==> src/rtl/mlcr_pkg.sv <==
package mlcr_pkg;

  typedef enum logic [1:0] {
    ST_IDLE   = 2'd0,
    ST_RAMP   = 2'd1,
    ST_FINISH = 2'd2
  } read_state_t;

  // strobes from control to datapath
  typedef struct packed {
    logic clear;   // new read: drop captured code, zero counter
    logic sample;  // ramp cycle: count, capture on first cell trigger
    logic commit;  // successful end: load decoded value
  } ctrl_strb_t;

  localparam int REF_W = 3;

  function automatic logic [1:0] decodeLevel(input logic [REF_W-1:0] code);
    case (code)
      3'b000:  decodeLevel = 2'b11;
      3'b001:  decodeLevel = 2'b10;
      3'b011:  decodeLevel = 2'b01;
      default: decodeLevel = 2'b00;
    endcase
  endfunction

  function automatic logic isThermo(input logic [REF_W-1:0] code);
    isThermo = (code == 3'b000) || (code == 3'b001) ||
               (code == 3'b011) || (code == 3'b111);
  endfunction

endpackage

==> src/rtl/mlcr_sync.sv <==
module mlcr_sync #(
  parameter int W      = 4,
  parameter int STAGES = 2
) (
  input  logic         clk,
  input  logic         rstN,
  input  logic [W-1:0] din,
  output logic [W-1:0] dout
);
  logic [W-1:0] stg [STAGES];

  for (genvar g = 0; g < STAGES; g++) begin : g_stage
    if (g == 0) begin : g_first
      always_ff @(posedge clk) begin
        if (!rstN) stg[g] <= '0;
        else       stg[g] <= din;
      end
    end else begin : g_rest
      always_ff @(posedge clk) begin
        if (!rstN) stg[g] <= '0;
        else       stg[g] <= stg[g-1];
      end
    end
  end

  assign dout = stg[STAGES-1];
endmodule

==> src/rtl/mlcr_ctrl.sv <==
module mlcr_ctrl
  import mlcr_pkg::*;
(
  input  logic       clk,
  input  logic       rstN,
  input  logic       startPulse,
  input  logic       topRefSeen,
  input  logic       refLegal,
  input  logic       timeout,
  output ctrl_strb_t strb,
  output logic       rampEn,
  output logic       wlReset,
  output logic       dataValid,
  output logic       readErr
);
  read_state_t stQ, stNxt;
  logic errQ, errNxt;

  always_comb begin
    stNxt  = stQ;
    errNxt = errQ;
    strb   = '0;
    case (stQ)
      ST_IDLE: begin
        if (startPulse) begin
          stNxt      = ST_RAMP;
          strb.clear = 1'b1;
        end
      end
      ST_RAMP: begin
        strb.sample = 1'b1;
        if (!refLegal) begin
          stNxt  = ST_FINISH;
          errNxt = 1'b1;
        end else if (topRefSeen) begin
          stNxt       = ST_FINISH;
          errNxt      = 1'b0;
          strb.commit = 1'b1;
        end else if (timeout) begin
          stNxt  = ST_FINISH;
          errNxt = 1'b1;
        end
      end
      ST_FINISH: stNxt = ST_IDLE;
      default:   stNxt = ST_IDLE;
    endcase
  end

  always_ff @(posedge clk) begin
    if (!rstN) begin
      stQ  <= ST_IDLE;
      errQ <= 1'b0;
    end else begin
      stQ  <= stNxt;
      errQ <= errNxt;
    end
  end

  assign rampEn    = (stQ == ST_RAMP);
  assign wlReset   = (stQ == ST_FINISH);
  assign dataValid = (stQ == ST_FINISH) && !errQ;
  assign readErr   = (stQ == ST_FINISH) && errQ;
endmodule

==> src/rtl/mlcr_datapath.sv <==
module mlcr_datapath
  import mlcr_pkg::*;
#(
  parameter int LIMIT_W = 8
) (
  input  logic               clk,
  input  logic               rstN,
  input  ctrl_strb_t         strb,
  input  logic [REF_W-1:0]   refS,
  input  logic               cellS,
  input  logic [LIMIT_W-1:0] rampLimit,
  output logic               refLegal,
  output logic               timeout,
  output logic [1:0]         readData
);
  localparam logic [LIMIT_W-1:0] CNT_MAX = '1;

  logic [LIMIT_W-1:0] cntQ;
  logic [REF_W-1:0]   codeQ;
  logic               capturedQ;

  assign refLegal = isThermo(refS);
  assign timeout  = (cntQ >= rampLimit);

  always_ff @(posedge clk) begin
    if (!rstN) begin
      cntQ      <= '0;
      codeQ     <= '0;
      capturedQ <= 1'b0;
      readData  <= 2'b00;
    end else begin
      if (strb.clear) begin
        cntQ      <= '0;
        capturedQ <= 1'b0;
      end else if (strb.sample) begin
        if (cntQ != CNT_MAX) cntQ <= cntQ + 1'b1;
        if (cellS && !capturedQ) begin
          codeQ     <= refS;
          capturedQ <= 1'b1;
        end
      end
      if (strb.commit)
        readData <= capturedQ ? decodeLevel(codeQ) : 2'b00;
    end
  end
endmodule

==> src/rtl/mlc_ramp_reader.sv <==
module mlc_ramp_reader
  import mlcr_pkg::*;
#(
  parameter int LIMIT_W     = 8,
  parameter int SYNC_STAGES = 2
) (
  input  logic               clk,
  input  logic               rstN,
  input  logic               startPulse,
  input  logic [2:0]         refTrig,
  input  logic               cellTrig,
  input  logic [LIMIT_W-1:0] rampLimit,
  output logic               rampEn,
  output logic               wlReset,
  output logic               dataValid,
  output logic [1:0]         readData,
  output logic               readErr
);
  localparam int SYNC_W = REF_W + 1;

  logic [SYNC_W-1:0] trigS;
  ctrl_strb_t        strb;
  logic              refLegal, timeout;

  mlcr_sync #(.W(SYNC_W), .STAGES(SYNC_STAGES)) u_sync (
    .clk(clk), .rstN(rstN), .din({cellTrig, refTrig}), .dout(trigS)
  );

  mlcr_ctrl u_ctrl (
    .clk(clk), .rstN(rstN), .startPulse(startPulse),
    .topRefSeen(trigS[REF_W-1]), .refLegal(refLegal), .timeout(timeout),
    .strb(strb), .rampEn(rampEn), .wlReset(wlReset),
    .dataValid(dataValid), .readErr(readErr)
  );

  mlcr_datapath #(.LIMIT_W(LIMIT_W)) u_dp (
    .clk(clk), .rstN(rstN), .strb(strb), .refS(trigS[REF_W-1:0]),
    .cellS(trigS[REF_W]), .rampLimit(rampLimit),
    .refLegal(refLegal), .timeout(timeout), .readData(readData)
  );
endmodule

==> config.mk <==
export PLATFORM = sky130hd
export DESIGN_NAME = mlc_ramp_reader
export DESIGN_NICKNAME = d
export VERILOG_FILES = /design/src/rtl/mlcr_pkg.sv /design/src/rtl/mlcr_sync.sv /design/src/rtl/mlcr_ctrl.sv /design/src/rtl/mlcr_datapath.sv /design/src/rtl/mlc_ramp_reader.sv
export SDC_FILE = /design/constraint.sdc
export NUM_CORES = 1
export LEC_CHECK = 0
export BUFFER_PORTS_ARGS = -buffer_cell sky130_fd_sc_hd__buf_2
export CORE_MARGIN = 3
export CORE_UTILIZATION = 55
export CTS_CLUSTER_SIZE = 30
export DETAILED_ROUTE_END_ITERATION = 6
export PLACE_DENSITY = 0.78
export SLEW_MARGIN = 25
export SYNTH_ARGS = -nofsm -noshare
export SYNTH_HDL_FRONTEND = slang
export SYNTH_HIERARCHICAL = 1
export SYNTH_SLANG_ARGS = --single-unit
==> constraint.sdc <==
create_clock -name clk -period 3.24 [get_ports clk]
set_clock_uncertainty 0.2 [all_clocks]
set_input_delay 0.486 -clock clk [delete_from_list [all_inputs] [get_ports clk]]
set_output_delay 0.486 -clock clk [all_outputs]
set_load 0.005 [all_outputs]
## Word-level counts from Yosys, hierarchy flattened

Memory sizes are Yosys's and may differ from the RTL's.
Index checks and enable logic that the tools add are counted.

| word-level totals | value |
|---|---|
| register bits | 17 |
| RAM bits | 8 |
| memories kept | 1 |
| input port bits | 15 |
| logic and storage cells | 60 |

Memory list:

| memory | depth | bits a word | rd ports | clocked after Yosys merged registers in | wr ports | line | RTL |
|---|---|---|---|---|---|---|---|
| u_sync.stg | 2 | 4 | 2 | 0 | 2 | mlcr_sync.sv:10 | `logic [W-1:0] stg [STAGES];` |

| operators by class | value |
|---|---|
| eq/ne operators | 11 |
| mux-type cells | 19 |
| bitwise operators | 4 |
| add/subtract/negate cells | 1 |
| reduce and logical (&&, ||, !) cells | 17 |
| $lt $le $gt $ge | 1 |

Operators with widths:

| operator | number |
|---|---|
| 2-bit two-way mux | 6 |
| 1-bit two-way mux | 9 |
| 8-bit by 1-bit adder with 8-bit output (second input constant) | 1 |
| 8-bit >= comparator | 1 |
| 4-bit two-way mux | 2 |
| 8-bit != test (second input constant) | 1 |
| 2-bit AND reduction | 4 |
| 3-bit by 1-bit equality test with 1-bit output (second input constant) | 2 |
| 3-bit by 2-bit equality test with 1-bit output (second input constant) | 2 |
| 3-bit zero test | 2 |
| 2-bit case mux with 3 select lines | 1 |
| 4-bit != test (second input constant) | 1 |
| 2-bit case mux with 2 select lines | 1 |
| 3-bit equality test (second input constant) | 1 |
| 1-bit logical AND | 3 |
| 1-bit logical OR | 3 |
| 3-bit != test (second input constant) | 1 |
| 3-bit AND reduction | 1 |
| 2-bit by 1-bit equality test with 1-bit output (second input constant) | 1 |
| 2-bit equality test (second input constant) | 1 |
| 1-bit zero test | 2 |
| 2-bit zero test | 1 |
| 2-bit != test (second input constant) | 1 |
| 1-bit inverter | 2 |
| other kinds (2) | 3 |

## Logic depth before layout (Yosys ltp)

Gate-level depths: netlist (run 1).

| depth | value |
|---|---|
| depth in word-level cells | 7 |
| gate-level depth with buffers | 8 |
| depth with buffers taken out | 8 |

## Cells and area by module

The synthesis (run 1) kept the hierarchy.

By module, submodules not included:

| module | area each (µm²) | seq. area each (µm²) | times used | cells each |
|---|---|---|---|---|
| mlcr_datapath | 879.6 | 280.3 | 1 | 95 |
| mlcr_sync | 210.2 | 160.2 | 1 | 16 |
| mlcr_ctrl | 176.4 | 60.1 | 1 | 18 |

## Least setup slack after synthesis (run 1)

OpenSTA, ideal clock, no wires.

| timing path | value |
|---|---|
| path type | input port to flip-flop |
| start | input rampLimit[0] |
| end | register u_ctrl.errQ |
| arrival time | 1,736 ps |
| buffers on the path | 0 |
| data required time | 2,920 ps |
| setup slack | 1,185 ps |
| cell stages on the path | 7 |
| library setup time | 120 ps |
| cell sequence | ha_1 nand2b_1 a2111oi_0 o31ai_1 nand2b_1 a21oi_1 nor3b_2 |

| on the way | value |
|---|---|
| word-level cells in the longest chain between the ends | 3 |

RTL lines:

| what | line | RTL |
|---|---|---|
| from (decl) | mlc_ramp_reader.sv:12 | `input logic [LIMIT_W-1:0] rampLimit,` |
| 8-bit >= comparator | mlcr_datapath.sv:23 | `assign timeout = (cntQ >= rampLimit);` |
| named net timeout | mlc_ramp_reader.sv:23 | `logic refLegal, timeout;` |
| 3-bit != test (no line) | -- |  |
| 2-bit AND reduction (no line) | -- |  |
| to (signal assigned) | mlcr_ctrl.sv:55 | `errQ <= errNxt;` |
| to (decl) | mlcr_ctrl.sv:17 | `logic errQ, errNxt;` |

The timed path passes the listed nets, and every way through them passes these cells.
A chain may end at the register's enable or synchronous reset.

## Final worst setup path (run 1)

| timing path | value |
|---|---|
| start | register u_dp.cntQ[0] |
| end | register u_ctrl.stQ[0] |

| on the way | value |
|---|---|
| word-level cells in the longest chain between the ends | 3 |

RTL lines:

| what | line | RTL |
|---|---|---|
| from (decl) | mlcr_datapath.sv:18 | `logic [LIMIT_W-1:0] cntQ;` |
| from (signal assigned) | mlcr_datapath.sv:36 | `if (cntQ != CNT_MAX) cntQ <= cntQ + 1'b1;` |
| 8-bit >= comparator | mlcr_datapath.sv:23 |  |
| named net timeout | mlc_ramp_reader.sv:23 |  |
| 4-bit != test (no line) | -- |  |
| 2-bit AND reduction (no line) | -- |  |
| to (signal assigned) | mlcr_ctrl.sv:54 | `stQ <= stNxt;` |
| to (decl) | mlcr_ctrl.sv:16 | `read_state_t stQ, stNxt;` |

The timed path passes the listed nets, and every way through them passes these cells.

==> metrics.md, run 1 <==
| Metric | Value |
|---|---|
| RSZ-0062 raised after global routing | no |
| Crit-path cells | inv_1, ha_1, nand2b_1, a2111oi_0, o31ai_1, nor3b_1, a21oi_1, nor2b_1 |
| Number of global-route vias before repair | just under 900 |
| Aggregate global routing overflow | 0 |
| CTS Hold Buffers Added | 0 |
| Syn nets | about 150 |
| Final core occ | between 60% and 70% |
| CTS resizes | 0 |
| Post-synthesis sequential area ratio | between 30% and 40% |
| IO Pins | 21 |
| Final Non-Filler Cells | approximately 180 |
| Routability Congestion | about 0.77 |
| Diode count | 0 |
| Mapped Cells | around 130 |
| Initial antenna violation count | 0 |
| Final ANT Viol Nets | 0 |
| First-pass GRT wire length | about 3700 um |
| FF-to-FF Start | u_dp/cntQ[0] |
| Vias post-DR | 994 |
| CTS tree | done |
| Clock latency on the worst-skew pair | between 300 and 400 ps |
| Starting density of the core | 61.41% |
| Worst Setup Path Type | reg2reg |
| Port buffer count | 20 |
| Tot GR Track Use | between 10% and 20% |
| H-tree Lvls | 1 |
| Avg Cell Area, Syn | ~10 sq um |
| Routed WL per cell | roughly 13 um |
| Yosys cell types | 45 |
| CTS max path bufs | 2 |
| Filler cells | roughly 180 |
| Area of the multi-input gates | a little over 700 sq um |
| Crit path capture type | flop |
| Reg clk slew, reported paths | roughly 130 ps |
| Synthesized flop and latch total | 25 |
| Maxcap violations | 0 |
| PwrDens | 361.5 mW/mm^2 |
| Reg area | around 500 sq um |
| Clock root cell | clkbuf_4 |
| FMAX | 443.2 MHz |
| Area Growth Syn to Fin | 11.96% |
| TritonCTS Buffers | 3 |
| Critical Path Start | u_dp/cntQ[0] |
| Core Area | approximately 0.0021 sq mm |
| TNS Setup | 0 ps |
| Crit path DAT | 2320 ps |
| Nets | around 180 |
| DIE AREA | 0.002914 sq mm |
| Routed wire length | 2375 um |
| Final setup vio count | 0 |
| Mapped Area | 0.001266 sq mm |
| Max_slew headroom | between 50% and 60% |
| Worst EP required | 3300 ps |
| Synth warn | 6 |
| CP Launch Type | flop |
| Placed Cells | around 170 |
| Flop-to-flop setup slack | 980 ps |
| Status | finished clean |
| Postcts setup bufs | 0 |
| Detailed-router iteration count before antenna repair | 4 |
| Clk sinks | 25 |
| Die width | about 54 um |
| Slowest CP cell | dfxtp_1 |
| Period utilization | 69.63% |
| Residual DRC count | 0 |
| Layout cells sized above 1 | between 20% and 30% |
| Largest net degree at the start of global routing | 19 |
| Max incr delay on CP | 410 ps |
| Dominant synthesized flop cell | dfxtp_1 |
| Lkg Pwr | between 0.6 and 0.7 nW |
| Final Hold Fails | 0 |
| # rows | 16 |
| Post-DP HPWL | around 1800 um |
| HP Class | in2reg |
| Worst slew pin tran | between 600 and 700 ps |
| CP max FO | 4 |
| Clock period minus worst slack | ~2300 ps |
| Highest ir drop seen on vdd | between 300 and 400 uV |
| Vias per std cell | ~5.6 |
| Min-delay src | refTrig[0] |
| Post-synth ARST share | 0% |
| DRT iter0 DRCs | 40 |
| Die Y | roughly 54 um |
| Slew Viols, Final | 0 |
| Post-synth EDFFs | 0 |
## cells by family after synthesis
family	Yosys count	share of synthesized area, %
and+or+nand+nor	53	28.36
DFF	25	39.53
AOI/OAI and AO/OA	22	13.04
buffers and inverters	12	3.953
adders and majority gates	9	8.893
muxes	7	5.534
xor gates and xnor gates	1	0.6918
## path summary, 6_finish.rpt
| path | endpoint | depth (start not counted) |
|---|---|---|
| worst min-delay path | u_sync/stg[0][0] | 2 |
| worst max-delay path | u_ctrl/stQ[0] | 8 |
| worst max register to register | u_ctrl/stQ[0] | 8 |
| worst min register to register | u_sync/stg[1][2] | 1 |
## worst max-delay path, delay by kind of cell (launching register included)
family                   cells  cell delay [ps]
AND/OR/NAND/NOR              3              560
adder cells (fa/ha/maj)      1              260
AO/OA/AOI/OAI                3              690
buffers and inverters        1               70
flip-flops                   1              410
## final cells by class
class / instances / share of cell area (%)
inverters: 10 / 2.648
repair buffers: 20 / 7.061
well taps: 27 / 2.383
multi-input cells: 92 / 50.49
clock buffers: 3 / 1.589
clock inverters: 1 / 0.5296
flip-flops and latches: 25 / 35.30
## routing by layer
| layer | GRT usage (%) | part of all wire [%] | up-vias | wire, um |
|---|---|---|---|---|
| li1 | - | - | 504 | - |
| met1 | 24.15 | 47 | 455 | 1109 |
| met2 | 27.82 | 45 | 33 | 1076 |
| met3 | 4.986 | 7.5 | 2 | 179 |
| met4 | 5.394 | 0.42 | 0 | 10 |
| met5 | 0 | 0 | - | 0 |
## registers in the layout, summed over array words and instances, names as in the netlist
name / count
u_ctrl/errQ: 1
u_dp/cntQ: 8
u_ctrl/stQ: 2
u_dp/capturedQ: 1
u_sync/stg: 8
u_dp/codeQ: 3
u_dp/readData: 2
## Yosys cell counts, types with 2 or more instances
cell type   n  area share [%]
dfxtp_1    25              40
and2_1     11             5.4
inv_1      10             3.0
ha_1        9             8.9
nand2_1     8             2.4
mux2i_1     7             5.5
nor2b_1     7             3.5
a21oi_1     5             2.0
nand2b_1    5             2.5
and3_1      3             1.5
a211oi_1    2             1.2
a21boi_1    2             1.2
nor2_1      2            0.59
nor3b_2     2             2.0
## where the power goes
group | switching (mW) | internal (mW)
logic | 0.0274 | 0.0262
registers | 0.00528 | 0.316
clock network | 0.0909 | 0.0472
## layout by cell type (no fill, tap or decap), types with 2 or more instances in the layout
master and count:
dfxtp_1 25, buf_2 20, and2_1 11, inv_1 10
ha_1 9, nand2_1 8, nor2b_1 7, mux2i_1 7
a21oi_1 5, nand2b_1 5, clkbuf_4 3, and3_1 3
nor3b_2 2, nor2_1 2, a21boi_1 2, a211oi_1 2
## per-stage QoR
step	hold slack, ps	setup WS (ps)	total power, mW	area (sq um)
floorplan	205.7	1185	0.3629	1266
global placement	211.5	947.6	0.3772	1388
detailed placement	215.7	926.4	0.3804	1388
CTS	149.2	1014	0.5192	1418
global route	145.1	853.0	0.5395	1418
finish	163.4	983.8	0.5125	1418
(Power assumes the default switching activity.)
==> run 2, diff against run 1 <==
--- a/config.mk
+++ b/config.mk
@@ -7,10 +7,10 @@
 export LEC_CHECK = 0
 export BUFFER_PORTS_ARGS = -buffer_cell sky130_fd_sc_hd__buf_2
 export CORE_MARGIN = 3
-export CORE_UTILIZATION = 55
+export CORE_UTILIZATION = 49
 export CTS_CLUSTER_SIZE = 30
 export DETAILED_ROUTE_END_ITERATION = 6
-export PLACE_DENSITY = 0.78
+export PLACE_DENSITY = 0.74
 export SLEW_MARGIN = 25
 export SYNTH_ARGS = -nofsm -noshare
 export SYNTH_HDL_FRONTEND = slang
==> constraint.sdc (replaced) <==
create_clock -name clk -period 1.85 [get_ports clk]
set_clock_uncertainty 0.2 [all_clocks]
set_input_delay 0.2775 -clock clk [delete_from_list [all_inputs] [get_ports clk]]
set_output_delay 0.2775 -clock clk [all_outputs]
set_load 0.005 [all_outputs]
==> run 2 against run 1 <==
The flow now finishes with violations (negative setup slack). Die area up 11%. Total power up 86%. Count of clock-buffer cells in the layout unchanged. Cell area up 20%. Critical endpoint unchanged. Wire length up 19%. Sequential cell count unchanged. Register-to-register slack worse by 1100 ps. Highest routed layer unchanged. Clock power up 78%.
==> metrics.md, run 2 (synthesis results as in run 1) <==
| Metric | Value |
|---|---|
| Status | complete, but fails checks (was finished clean) |
| Failing checks | negative setup slack |
| Placed cell areas | 0.001479 sq mm (was 0.001388 sq mm) |
| CP max FO | 2 (was 4) |
| Routability Congestion | 0.7864 (was 0.7738) |
| PwrDens | 563.1 mW/mm^2 (was 361.5 mW/mm^2) |
| Vias post-DR | 1074 (was 994) |
| Aggregate global routing overflow | 0 (unchanged) |
| Die width | 56.84 um (was 53.98 um) |
| Biggest regs | u_dp/cntQ: 8 flops, u_sync/stg: 8 flops, u_dp/codeQ: 3 flops (unchanged) |
| Area Growth Syn to Fin | 33.79% (was 11.96%) |
| Worst slew pin tran | 412.5 ps (was 629.9 ps) |
| Clk sinks | 25 (unchanged) |
| RSZ-0062 raised after global routing | yes (was no) |
| Routed wire length | 2819 um (was 2375 um) |
| Clock latency on the worst-skew pair | 310 ps (was 320 ps) |
| WHS Path Cells | 3 (was 2) |
| PnR worst setup slack | -74.58 ps (was 983.8 ps) |
| Period utilization | 104.0% (was 69.63%) |
| Tot GR Track Use | 16.55% (was 17.94%) |
| Pwr Total | 953.9 uW (was 512.5 uW) |
| Final ANT Viol Nets | 0 (unchanged) |
| CTS max path bufs | 2 (unchanged) |
| Worst Setup Path Type | reg2reg (unchanged) |
| CP Launch Type | flop (unchanged) |
| Number of global-route vias before repair | 987 (was 870) |
| Residual DRC count | 0 (unchanged) |
| Final Hold Fails | 0 (unchanged) |
| Flop-to-flop setup slack | -70 ps (was 980 ps) |
| Reg clk slew, reported paths | 140 ps (was 130 ps) |
| Port buffer count | 20 (unchanged) |
| Starting density of the core | 54.12% (was 61.41%) |
| Crit path DAT | 1990 ps (was 2320 ps) |
| Routed WL per cell | 14.53 um (was 13.34 um) |
| Worst EP required | 1920 ps (was 3300 ps) |
| IO Pins | 21 (unchanged) |
| Final setup vio count | 2 (was 0) |
| Detailed-router iteration count before antenna repair | 4 (unchanged) |
| Crit path capture type | flop (unchanged) |
| CTS tree | done (unchanged) |
| Highest ir drop seen on vdd | 419.3 uV (was 366.3 uV) |
| Layout cells sized above 1 | 38.55% (was 22.52%) |
| FF-to-FF Start | u_dp/cntQ[5] (was u_dp/cntQ[0]) |
| Filler cells | 169 (was 175) |
| Maxcap violations | 0 (unchanged) |
| Commonest non-fill, non-tap cell in the layout | dfxtp_1 (unchanged) |
| Slew Viols, Final | 0 (unchanged) |
| H-tree Lvls | 1 (unchanged) |
| Core Area | 0.002340 sq mm (was 0.002062 sq mm) |
| Hold endpoint | u_ctrl/stQ[1] (was u_sync/stg[0][0]) |
| Min-delay src | rstN (was refTrig[0]) |
| DRT iter0 DRCs | 29 (was 40) |
| Max_slew headroom | 71.72% (was 57.92%) |
| First-pass GRT wire length | 4284 um (was 3726 um) |
| Post-DP HPWL | 1891 um (was 1812 um) |
| DIE AREA | 0.003230 sq mm (was 0.002914 sq mm) |
| FMAX | 519.6 MHz (was 443.2 MHz) |
| Die Y | 56.84 um (was 53.98 um) |
| Clock root cell | clkbuf_4 (unchanged) |
| RR Endpoint | u_ctrl/stQ[0] (unchanged) |
| Vias per std cell | 5.536 (was 5.584) |
| Diode count | 0 (unchanged) |
| TritonCTS Buffers | 3 (unchanged) |
| # rows | 17 (was 16) |
| Lkg Pwr | 0.7122 nW (was 0.6142 nW) |
| Clock period minus worst slack | 1925 ps (was 2256 ps) |
| R2R cell count | 7 (was 8) |
| Initial antenna violation count | 0 (unchanged) |
| Nets | 191 (was 176) |
| Largest net degree at the start of global routing | 16 (was 19) |
| Most frequent cells in the layout | 21 x dfxtp_1, 20 x buf_2, 11 x buf_4 (was 25 x dfxtp_1, 20 x buf_2, 11 x and2_1) |
| HP Class | in2reg (unchanged) |
| Post-route cell area | 0.001694 sq mm (was 0.001418 sq mm) |
==> run 2: changes by cell type in the layout (fill, tap and decap cells not counted), moves of 2 or more <==
cell	change
ha_1	-4
dfxtp_2	+4
buf_4	+11
a21oi_1	-2
dlygate4sd3_1	+4
dfxtp_1	-4
nand2b_4	+2
nand2b_1	-2
ha_4	+4
a21oi_2	+2
==> run 2: worst max path at each step <==
stage	startpoint	endpoint	slack, ps	depth (start not counted)
3_5_place_dp	rampLimit[5]	u_ctrl/stQ[0]	-150	9
3_3_place_gp	rampLimit[0]	u_ctrl/stQ[0]	-120	8
5_1_grt	u_dp/cntQ[5]	u_ctrl/stQ[0]	-140	7
2_1_floorplan	u_dp/cntQ[0]	u_ctrl/stQ[0]	4	8
4_1_cts	u_dp/cntQ[0]	u_ctrl/errQ	-50	8
6_report	u_dp/cntQ[5]	u_ctrl/stQ[0]	-70	7
==> run 2: layout make-up <==
cell class	count	area, sq um	share of cell area, %
Sequential cell	25	505.5	29.84
Multi-Input combinational cell	92	863.3	50.96
Clock inverter	1	7.507	0.4431
Timing Repair Buffer	35	222.7	13.15
Inverter	10	37.54	2.216
Tap cell	28	35.03	2.068
Clock buffer	3	22.52	1.329
==> run 2: per-layer routing <==
layer  GRT usage (%)  share of wire, %  vias to the layer above
met3           2.989               5.1                        6
met4           3.974               1.8                        0
li1                -                 -                      536
met1           20.81                42                      500
met5               0                 0                        -
met2           29.04                51                       32
==> run 2: through the flow <==
stage	hold slack (ps)	setup TNS [ps]	cells	setup WS, ps	utilization, %
detailed placement	213.5	-347.4	185	-147.4	63.21
CTS	0.5876	-88.39	193	-53.01	68.45
floorplan	191.3	0	129	4.002	-
global placement	210.3	-283.4	185	-117.3	63.21
finish	15.04	-90.03	194	-74.58	72.41
global route	14.91	-255.7	194	-137.0	72.41
==> run 2: critical path, cell delays in order (launching register included) <==
cell and delay (ps):
dfxtp_2 380, ha_4 210, a21o_1 200, a221oi_4 300
o31ai_4 140, nor3b_2 260, a21oi_2 90, nor2b_1 100
==> run 2: power breakdown <==
group	leakage (nW)	switching, mW	internal [mW]
clock network	0.0139	0.164	0.0824
logic	0.493	0.0692	0.0772
registers	0.206	0.00826	0.553
==> run 2: repair_timing <==
item | in CTS | in global routing
hold buffers | 4 | 0
hold endpoints to repair | 4 | 0
pin swaps | 5 | 11
setup endpoints to repair | 3 | 3
gates resized for setup | 8 | 12
buffers inserted | 0 | 1
==> run 3, diff against run 2 <==
--- a/config.mk
+++ b/config.mk
@@ -5,9 +5,10 @@
 export SDC_FILE = /design/constraint.sdc
 export NUM_CORES = 1
 export LEC_CHECK = 0
+export ABC_AREA = 1
 export BUFFER_PORTS_ARGS = -buffer_cell sky130_fd_sc_hd__buf_2
 export CORE_MARGIN = 3
-export CORE_UTILIZATION = 49
+export CORE_UTILIZATION = 50
 export CTS_CLUSTER_SIZE = 30
 export DETAILED_ROUTE_END_ITERATION = 6
 export PLACE_DENSITY = 0.74
==> run 3 against run 2 <==
The run now ends clean. Highest routed layer unchanged. Combinational power shrank 12%. Non-clock buffer count shrank 9. Cell count grew 29%. Worst setup slack gained 260 ps. Global-route usage grew 1.4 points. Core utilization shrank 10 points. Area after synthesis grew 9.1%. Via count grew 14%. Critical path depth grew 3. Die area grew 6.2%. Sequential cell count is the same. Largest power group unchanged.
==> metrics.md, run 3 <==
| Metric | Value |
|---|---|
| R2R cell count | 10 (was 7) |
| Crit path buf inv count | 1 (was 0) |
| Most frequent cells in the layout | 39 x nand2_1, 38 x inv_1, 24 x nor2_1 (was 21 x dfxtp_1, 20 x buf_2, 11 x buf_4) |
| Setup WS pre-CTS | 106.5 ps (was -147.4 ps) |
| Postcts setup bufs | 0 (unchanged) |
| Maxcap violations | 0 (unchanged) |
| Final core occ | 62.29% (was 72.41%) |
| Status | finished clean (was complete, but fails checks) |
| # rows | 18 (was 17) |
| Clock latency on the worst-skew pair | 310 ps (about the same) |
| CP max FO | 2 (unchanged) |
| Reg clk slew, reported paths | 120 ps (was 140 ps) |
| Post-route cell area | 0.001585 sq mm (was 0.001694 sq mm) |
| H-tree Lvls | 1 (unchanged) |
| Starting density of the core | 54.28% (was 54.12%) |
| CP Launch Type | flop (unchanged) |
| Mapped Cells | 194 (was 129) |
| Vias post-DR | 1220 (was 1074) |
| Clock period minus worst slack | 1670 ps (was 1925 ps) |
| First-pass GRT wire length | 4836 um (was 4284 um) |
| Die Y | 58.56 um (was 56.84 um) |
| Clk sinks | 25 (unchanged) |
| Max incr delay on CP | 330 ps (was 380 ps) |
| Final Non-Filler Cells | 251 (was 194) |
| DIE AREA | 0.003429 sq mm (was 0.003230 sq mm) |
| Final ANT Viol Nets | 0 (unchanged) |
| Detailed-router iteration count before antenna repair | 4 (unchanged) |
| Clock share of power | 25.0% (was 25.8%) |
| Max_slew headroom | 84.67% (was 71.72%) |
| Syn nets | 218 (was 153) |
| Lkg Pwr | 0.8427 nW (was 0.7122 nW) |
| Internal | 692.7 uW (was 712.5 uW) |
| Hold_ws | 85.90 ps (was 15.04 ps) |
| Top-area cell type share of the netlist area | 36.23% (was 39.53%) |
| Crit path DAT | 1720 ps (was 1990 ps) |
| Number of global-route vias before repair | 1222 (was 987) |
| Post-synth ARST share | 0% (unchanged) |
| Post-synth EDFFs | 0 (unchanged) |
| Period utilization | 90.25% (was 104.0%) |
| FMAX | 599.0 MHz (was 519.6 MHz) |
| Flop-to-flop setup slack | 180 ps (was -70 ps) |
| Residual DRC count | 0 (unchanged) |
| Crit-path cells | ha_1, inv_1, nor2_1, o21ai_0, nand2_1, nand2_1, nand3_1, nor2_1, nand3_2, a21oi_2 (was ha_4, a21o_1, a221oi_4, o31ai_4, nor3b_2, a21oi_2, nor2b_1) |
| Slew Viols, Final | 0 (unchanged) |
| Top cells by area, synth | dfxtp_1 36%, nand2_1 11%, inv_1 10% (was dfxtp_1 40%, ha_1 8.9%, mux2i_1 5.5%) |
| Aggregate global routing overflow | 0 (unchanged) |
| Delay-heaviest family, CP | simple AND/OR/NAND/NOR gates (was compound AO/OA/AOI/OAI gates) |
| Die width | 58.56 um (was 56.84 um) |
| Worst slew pin tran | 229.9 ps (was 412.5 ps) |
| Final setup vio count | 0 (was 2) |
| Tot GR Track Use | 17.97% (was 16.55%) |
| Pwr Total | 928.2 uW (was 953.9 uW) |
| Yosys cell types | 27 (was 45) |
| Port buffer count | 20 (unchanged) |
| DRT iter0 DRCs | 26 (was 29) |
| HP Class | in2reg (unchanged) |
| Net Sw Power | 235.4 uW (was 241.4 uW) |
| Mapped Area | 0.001381 sq mm (was 0.001266 sq mm) |
| Largest net degree at the start of global routing | 15 (was 16) |
| Commonest non-fill, non-tap cell in the layout | nand2_1 (was dfxtp_1) |
| Slowest CP cell | dfxtp_1 (was dfxtp_2) |
| Layout cells sized above 1 | 22.62% (was 38.55%) |
| Sequential Power Share | 61.1% (was 58.8%) |
| CTS tree | done (unchanged) |
| PwrDens | 585.5 mW/mm^2 (was 563.1 mW/mm^2) |
| Biggest regs | u_dp/cntQ: 8 flops, u_sync/stg: 8 flops, u_dp/codeQ: 3 flops (unchanged) |
| TNS Setup | 0 ps (was -90.03 ps) |
| Routed wire length | 2663 um (was 2819 um) |
| Synth warn | 6 (unchanged) |
| Crit path capture | u_ctrl/stQ[0] (unchanged) |
| Vias per std cell | 4.861 (was 5.536) |
| Critical Path Start | u_dp/cntQ[1] (was u_dp/cntQ[5]) |
| IO Pins | 21 (unchanged) |
| Area Growth Syn to Fin | 14.76% (was 33.79%) |
| Post-synthesis sequential area ratio | 36.23% (was 39.53%) |
| Worst Setup Path Type | reg2reg (unchanged) |
| RSZ-0062 raised after global routing | no (was yes) |
| Synthesized flop and latch total | 25 (unchanged) |
| Gate power share | 13.9% (was 15.3%) |
| Post-DP HPWL | 2161 um (was 1891 um) |
| Routability Congestion | 0.8154 (was 0.7864) |
| Diode count | 0 (unchanged) |
| Routed WL per cell | 10.61 um (was 14.53 um) |
| Dominant synthesized flop cell | dfxtp_1 (unchanged) |
| Highest ir drop seen on vdd | 589.1 uV (was 419.3 uV) |
| Worst EP required | 1900 ps (was 1920 ps) |
| Nets | 246 (was 191) |
| Placed cell areas | 0.001510 sq mm (was 0.001479 sq mm) |
| Sw frac | 25.36% (was 25.31%) |
| Placed Cells | 243 (was 185) |
| Initial antenna violation count | 0 (unchanged) |
| Synth cell count leaders | 39 x nand2_1, 38 x inv_1, 25 x dfxtp_1 (was 25 x dfxtp_1, 11 x and2_1, 10 x inv_1) |
| Filler cells | 241 (was 169) |
| Avg Cell Area, Syn | 7.120 sq um (was 9.816 sq um) |
| TritonCTS Buffers | 3 (unchanged) |
| RR Endpoint | u_ctrl/stQ[0] (unchanged) |
| WP depth | 10 (was 7) |
| Core Area | 0.002545 sq mm (was 0.002340 sq mm) |
| PnR worst setup slack | 180.5 ps (was -74.58 ps) |
| Crit path capture type | flop (unchanged) |
| Final Hold Fails | 0 (unchanged) |
| FF-to-FF Start | u_dp/cntQ[1] (was u_dp/cntQ[5]) |
| CTS max path bufs | 2 (unchanged) |
| Clock root cell | clkbuf_4 (unchanged) |
| Most common cell in the netlist | nand2_1 (was dfxtp_1) |
| Cell taking the most area after synthesis | dfxtp_1 (unchanged) |
[run 3: changes by cell type in the layout (fill, tap and decap cells not counted), moves of 9 or more]
| cell | change |
|---|---|
| nand3_1 | +11 |
| and2_1 | -10 |
| inv_1 | +29 |
| nand2_1 | +31 |
| buf_4 | -9 |
| nor2_1 | +22 |
[run 3: how the worst min path moves through the flow]
| stage | startpoint | to | slack (ps) | cells after the start |
|---|---|---|---|---|
| floorplan | refTrig[0] | u_sync/stg[0][0] | 180 | 2 |
| global route | startPulse | u_ctrl/stQ[0] | 70 | 3 |
| global placement | u_sync/stg[0][2] | u_sync/stg[1][2] | 190 | 2 |
| CTS | rstN | u_sync/stg[1][3] | 70 | 3 |
| detailed placement | u_sync/stg[0][2] | u_sync/stg[1][2] | 200 | 2 |
| finish | rstN | u_sync/stg[1][3] | 90 | 3 |
[run 3: layout make-up]
class                   count  area [sq um]  share of cell area [%]
inverters                  42         157.7                   9.945
clock buffers               4         26.28                   1.657
flip-flops and latches     25         504.2                   31.81
repair buffers             26         155.1                   9.787
multi-input cells         124         704.4                   44.44
well taps                  30         37.54                   2.368
[run 3: tightest hold or removal path, cell delays in order]
cell and delay (ps):
buf_2 170, nand2_1 80, inv_1 30
[run 3: power groups by stage]
stage | Sequential [mW] | Combinational [mW] | Clock (mW)
final | 0.567 | 0.129 | 0.232
after global routing | 0.569 | 0.147 | 0.266
after CTS | 0.567 | 0.129 | 0.247
after detailed placement | 0.579 | 0.122 | 0
after global placement | 0.578 | 0.115 | 0
after floorplan | 0.577 | 0.0916 | 0
[run 3: repair_timing]
| item | 4_1_cts | 5_1_grt |
|---|---|---|
| endpoints found under the hold margin | 4 | 0 |
| hold buffers | 4 | 0 |
| endpoints found under the setup margin | 0 | 3 |
| gates resized for setup | 0 | 5 |
[run 3: kinds of logic after synthesis]
| family | count (synthesis) | synth area share, % |
|---|---|---|
| adder cells (fa/ha/maj) | 9 | 8.152 |
| flip-flops | 25 | 36.23 |
| AO/OA/AOI/OAI | 19 | 8.514 |
| buffers and inverters | 45 | 13.13 |
| AND/OR/NAND/NOR | 96 | 33.97 |
[run 3: metal layers]
metal	global-route usage [%]	vias up	share of wire, %
li1	-	649	-
met1	20.57	554	45
met2	33.01	15	52
met3	4.167	2	2.3
met4	4.967	0	0.53
met5	0	-	0
